--- config.mk ---
export PLATFORM = sky130hd
export DESIGN_NAME = ubt_reg
export DESIGN_NICKNAME = d
export VERILOG_FILES = /design/src/rtl/ubt_pkg.sv /design/src/rtl/ubt_ctrl_map.sv /design/src/rtl/ubt_store_lane.sv /design/src/rtl/ubt_reg.sv
export SDC_FILE = /design/constraint.sdc
export NUM_CORES = 1
export LEC_CHECK = 0
export BUFFER_PORTS_ARGS = -buffer_cell sky130_fd_sc_hd__buf_2
export CAP_MARGIN = 10
export CELL_PAD_IN_SITES_DETAIL_PLACEMENT = 2
export CELL_PAD_IN_SITES_GLOBAL_PLACEMENT = 2
export CORE_MARGIN = 8
export CORE_UTILIZATION = 27
export DETAILED_ROUTE_END_ITERATION = 7
export PLACE_DENSITY = 0.95
export SYNTH_ARGS = -nofsm -noshare
export SYNTH_HDL_FRONTEND = slang
export SYNTH_SLANG_ARGS = --single-unit
export TNS_END_PERCENT = 1
--- constraint.sdc ---
create_clock -name clk -period 2.19 [get_ports clk]
set_clock_uncertainty 0.1 [all_clocks]
set_input_delay 0.438 -clock clk [delete_from_list [all_inputs] [get_ports clk]]
set_output_delay 0.438 -clock clk [all_outputs]
set_load 0.05 [all_outputs]
--- src/rtl/ubt_pkg.sv ---
package ubt_pkg;
   // Controls for one direction of one half
   typedef struct packed {
      logic oe_n;
      logic le;
      logic dclk;
   } dir_ctrl_t;
endpackage

--- src/rtl/ubt_ctrl_map.sv ---
module ubt_ctrl_map
   import ubt_pkg::*;
#(
   parameter int NUM_HALVES = 2,
   parameter bit MERGED     = 1'b0
) (
   input  logic [NUM_HALVES-1:0] oe_n_i,
   input  logic [NUM_HALVES-1:0] le_i,
   input  logic [NUM_HALVES-1:0] dclk_i,
   output dir_ctrl_t [NUM_HALVES-1:0] ctl_o
);
   generate
      for (genvar h = 0; h < NUM_HALVES; h++) begin : g_half
         if (MERGED) begin : g_tied
            assign ctl_o[h] = '{oe_n: oe_n_i[0], le: le_i[0], dclk: dclk_i[0]};
         end else begin : g_own
            assign ctl_o[h] = '{oe_n: oe_n_i[h], le: le_i[h], dclk: dclk_i[h]};
         end
      end
   endgenerate
endmodule

--- src/rtl/ubt_store_lane.sv ---
module ubt_store_lane
   import ubt_pkg::*;
#(
   parameter int W = 9
) (
   input  logic         clk,
   input  logic         rst_n,
   input  dir_ctrl_t    ctl_i,
   input  logic [W-1:0] d_i,
   output logic [W-1:0] q_o,
   output logic [W-1:0] oe_o
);
   logic         dclk_q;
   logic [W-1:0] store_q;
   logic         dclk_rise;

   assign dclk_rise = ctl_i.dclk & ~dclk_q;

   always_ff @(posedge clk or negedge rst_n) begin
      if (!rst_n) begin
         dclk_q  <= 1'b0;
         store_q <= '0;
      end else begin
         dclk_q <= ctl_i.dclk;
         if (ctl_i.le || dclk_rise) begin
            store_q <= d_i;
         end
      end
   end

   assign oe_o = {W{~ctl_i.oe_n}};
   assign q_o  = store_q & oe_o;
endmodule

--- src/rtl/ubt_reg.sv ---
module ubt_reg
   import ubt_pkg::*;
#(
   parameter int HALF_W     = 9,
   parameter int NUM_HALVES = 2,
   parameter bit MERGED     = 1'b0,
   localparam int TOT_W     = HALF_W * NUM_HALVES
) (
   input  logic                  clk,
   input  logic                  rst_n,
   input  logic [TOT_W-1:0]      a_in,
   input  logic [TOT_W-1:0]      b_in,
   input  logic [NUM_HALVES-1:0] ab_oe_n,
   input  logic [NUM_HALVES-1:0] ab_le,
   input  logic [NUM_HALVES-1:0] ab_clk,
   input  logic [NUM_HALVES-1:0] ba_oe_n,
   input  logic [NUM_HALVES-1:0] ba_le,
   input  logic [NUM_HALVES-1:0] ba_clk,
   output logic [TOT_W-1:0]      b_out,
   output logic [TOT_W-1:0]      b_oe,
   output logic [TOT_W-1:0]      a_out,
   output logic [TOT_W-1:0]      a_oe
);
   generate
      if (HALF_W < 1) begin : g_bad_width
         $error("ubt_reg: HALF_W must be at least 1");
      end
      if (NUM_HALVES < 1) begin : g_bad_halves
         $error("ubt_reg: NUM_HALVES must be at least 1");
      end
   endgenerate

   dir_ctrl_t [NUM_HALVES-1:0] ab_ctl;
   dir_ctrl_t [NUM_HALVES-1:0] ba_ctl;

   ubt_ctrl_map #(.NUM_HALVES(NUM_HALVES), .MERGED(MERGED)) u_ab_map (
      .oe_n_i(ab_oe_n), .le_i(ab_le), .dclk_i(ab_clk), .ctl_o(ab_ctl)
   );

   ubt_ctrl_map #(.NUM_HALVES(NUM_HALVES), .MERGED(MERGED)) u_ba_map (
      .oe_n_i(ba_oe_n), .le_i(ba_le), .dclk_i(ba_clk), .ctl_o(ba_ctl)
   );

   generate
      for (genvar h = 0; h < NUM_HALVES; h++) begin : g_half
         ubt_store_lane #(.W(HALF_W)) u_ab (
            .clk   (clk),
            .rst_n (rst_n),
            .ctl_i (ab_ctl[h]),
            .d_i   (a_in[h*HALF_W +: HALF_W]),
            .q_o   (b_out[h*HALF_W +: HALF_W]),
            .oe_o  (b_oe[h*HALF_W +: HALF_W])
         );
         ubt_store_lane #(.W(HALF_W)) u_ba (
            .clk   (clk),
            .rst_n (rst_n),
            .ctl_i (ba_ctl[h]),
            .d_i   (b_in[h*HALF_W +: HALF_W]),
            .q_o   (a_out[h*HALF_W +: HALF_W]),
            .oe_o  (a_oe[h*HALF_W +: HALF_W])
         );
      end
   endgenerate
endmodule

# Word level (Yosys, flattened, before mapping)
# Index checks and enable logic that the tools add are counted.
# totals
reg_bits	40
input_bits	50
output_inout_bits	72
word_cells	28
# op_classes
bitwise_logic	16
reduce_logical	4
# op_table
operator	n
AND 9 bit	4
NOT 1 bit	8
AND 1 bit	4
logical OR 1 bit	4

# Logic depth before layout (Yosys ltp)
# logic_depth
ltp_word	3
ltp_mapped	3
mapped_depth_nobuf	3

# By module
# A second synthesis with hierarchy kept.
# unflattened
cells_unflattened	168
area_unflattened_um2	2057.0
# modules_own_cells
mod	instances	cells_per_inst	area_each_um2	seq_area_each_um2
ubt_store_lane	4	39	491.7	250.2
ubt_ctrl_map	2	6	45.0	0.0

# Worst setup path before layout
# Ideal clock, no wire load.
# synth_timing
kind	input port to output port
startpoint	in ba_oe_n[1]
endpoint	out a_oe[10]
t_arrival_ns	1.151
required_time_ns	1.652
path_slack_ns	0.501
cell_stages	2
path_buffers	1
path_cell_list	inv_1 -> buf_4
# synth_via
elab_chain_len	1
# synth_lines
element	line_no	rtl
start, declared	ubt_reg.sv:16	input logic [NUM_HALVES-1:0] ba_oe_n,
NOT 1 bit	ubt_store_lane.sv:31	assign oe_o = {W{~ctl_i.oe_n}};
end, declared	ubt_reg.sv:22	output logic [TOT_W-1:0] a_oe
# Every way passes these cells.

# Final worst setup path
# layout_timing
startpoint	in ab_oe_n[0]
endpoint	out b_oe[4]
# layout_via
elab_chain_len	1
# layout_lines
element	line_no	rtl
start, declared	ubt_reg.sv:13	input logic [NUM_HALVES-1:0] ab_oe_n,
NOT 1 bit	ubt_store_lane.sv:31	
end, declared	ubt_reg.sv:20	output logic [TOT_W-1:0] b_oe,
# Every way passes these cells.

==> metrics <==
Non-Filler Instances 354; Overflow after GRT 0; Final ANT Viol Nets 0; FF-to-FF End g_half[1].u_ba.store_q[4]$_DFFE_PN0P_; TritonCTS Buffers 5; Slew Limit Fails 0; Reg clk slew, reported paths 0.07 ns; Synth area leader dfrtp_1; Max Freq 601 MHz; Post-synth EDFFs 0; post-CTS sizing 0; num rows 31; Leak 1.30 nW; Top FF cell, synth dfrtp_1; endpoint of the worst hold path g_half[1].u_ab.dclk_q$_DFF_PN0_; critical path, cell by cell buf_2 > inv_1 > buf_2; Core Area 0.00714 mm^2; clock root buffer clkbuf_8; Hold WC Path Type in -> reg; Final Cycle Share 0.760; hold slack 0.204 ns; clock buffer depth 2; vias 1440; Hold Crit Depth 1; Worst Reg-to-Reg Cells 3; Post-CTS Setup Inserts 0; final net count 304; # DRC 0; final RePlAce weighted congestion 0.673; # IOs 122; DR vias/cell 4.07; status completed; CP arrival 1.13 ns; Worst Setup End Kind primary output; CTS tree done; # diodes 0; DPL Wire Length 4670 um; Initial Utilization 0.276; Register Area 0.00100 mm^2; Ys Warns 0; DR WL/cell 15.7 um; share of the synthesized area in the top cell type 0.509; Buffers on Ports 121; DR iter-0 viols 10; Final Setup Violations 0; placed insts 345; total negative slack 0 ns; Tot Pwr 1.97 mW; Final Hold Fails 0; Setup WS pre-CTS 0.515 ns; syn nets 206; initial antenna violation count 0; count leader, synth dfrtp_1; FF+latch count, synth 40; area taken by multi-input logic gates 696 um^2; drt first pass iters 4; die outline height 101 um; final worst setup slack 0.525 ns; vias in the first global route 1705; Pwr Density 767 mW/mm^2; Crit. Startpoint ab_oe_n[0]; layout cell share with drive strength beyond 1 0.659; Setup crit start kind primary input; Critical Path RT 1.65 ns; worst skew pair latency 0.28 ns; post-synthesis cell count 156; first-pass GRT wire length 8850 um; RSZ-0062 raised after global routing no; GRT Util Overall 0.110; reg2reg start g_half[1].u_ba.dclk_q$_DFF_PN0_; Max stage delay on crit path 0.32 ns; critical path type in -> out; Relative slew margins 0.700; actual slew at the worst max-slew pin 0.450 ns; Area Growth Syn to Fin 30.3%; CP most frequent cell buf_2; FILL cells 820; synth top area cells dfrtp_1, mux2_2, buf_4, nor2b_1, a21oi_4; pin count of the biggest net entering global routing 22; sequential fraction of the synthesis area 0.509; Die ar. 0.0103 mm^2; CP top delay family buffers and inverters; peak supply drop 0.255 mV; unique cell type count in the Yosys netlist 6; asr flop ratio synth 1.00; top fanout value on the critical path 10; Die X 101 um; CTS Sinks 40; H-tree depth 2; Min Clock Period, post-route 1.67 ns; Max stage delay cell, worst path buf_2; total of max-cap violations 0; WP buf/inv 3; HP Start ab_clk[1]; Mapped Avg Cell Area 12.6 um^2; Syn Std Cell Area 0.00197 mm^2; r2r setup slk 0.88 ns; total wire length 5570 um; synth cell count leaders dfrtp_1, mux2_2, nor2b_1
[how the worst max path moves through the flow]
stage | to | cells past startpoint
after floorplan | a_oe[10] | 2
after CTS | b_oe[4] | 3
final | b_oe[4] | 3
after global placement | b_oe[3] | 3
after global routing | b_oe[4] | 3
after detailed placement | b_oe[4] | 3
[power breakdown]
group / total, mW / switching [mW] / internal, mW / leakage, nW
Combinational: 0.627 / 0.442 / 0.185 / 0.787
Sequential: 0.838 / 0.0292 / 0.808 / 0.467
Clock: 0.501 / 0.244 / 0.257 / 0.0455
[through the flow]
stage,instance area [um^2],utilization
CTS,2560,0.359
detailed placement,2460,0.345
floorplan,1970,-
global placement,2460,0.345
global route,2560,0.359
finish,2560,0.359
[cells by family (layout without fill, tap and decap cells)]
| logic type | after synthesis | count (layout) | synth area share |
|---|---|---|---|
| buffers and inverters | 40 | 139 | 0.137 |
| flip-flops | 40 | 40 | 0.509 |
| AND/OR/NAND/NOR | 36 | 36 | 0.115 |
| multiplexers | 36 | 36 | 0.206 |
| AO/OA/AOI/OAI | 4 | 4 | 0.0331 |
[routing by layer]
metal / track usage / wire (um) / vias up
li1: - / - / 666
met1: 0.0999 / 1950 / 710
met2: 0.213 / 3050 / 62
met3: 0.0584 / 562 / 2
met4: 0.0206 / 14 / 0
met5: 0 / 0 / -
[cell type report]
cell class              instances  share of cell area
multi-input cells              76               0.271
well taps                      99              0.0483
inverters                       8              0.0117
clock buffers                   8              0.0351
repair buffers                123               0.243
flip-flops and latches         40               0.390
[flip-flops by register name, summed over array words and instances, names as in the netlist]
| name | count |
|---|---|
| g_half.u_ab.dclk_q | 2 |
| g_half.u_ba.dclk_q | 2 |
| g_half.u_ab.store_q | 18 |
| g_half.u_ba.store_q | 18 |
[cells in the final DEF (no fill, tap or decap)]
cell,synthesis,layout
clkbuf_8,0,6
clkbuf_1,0,2
a21oi_4,4,4
dlygate4sd3_1,0,1
nor2b_1,36,36
mux2_2,36,36
buf_2,0,121
buf_4,32,1
inv_1,8,8
dfrtp_1,40,40
[what timing repair did]
action	CTS	global route
setup endpoints to repair	0	0
endpoints found under the hold margin	3	0
hold buffers	1	0
Note: power is estimated with default switching activity, not from simulation.
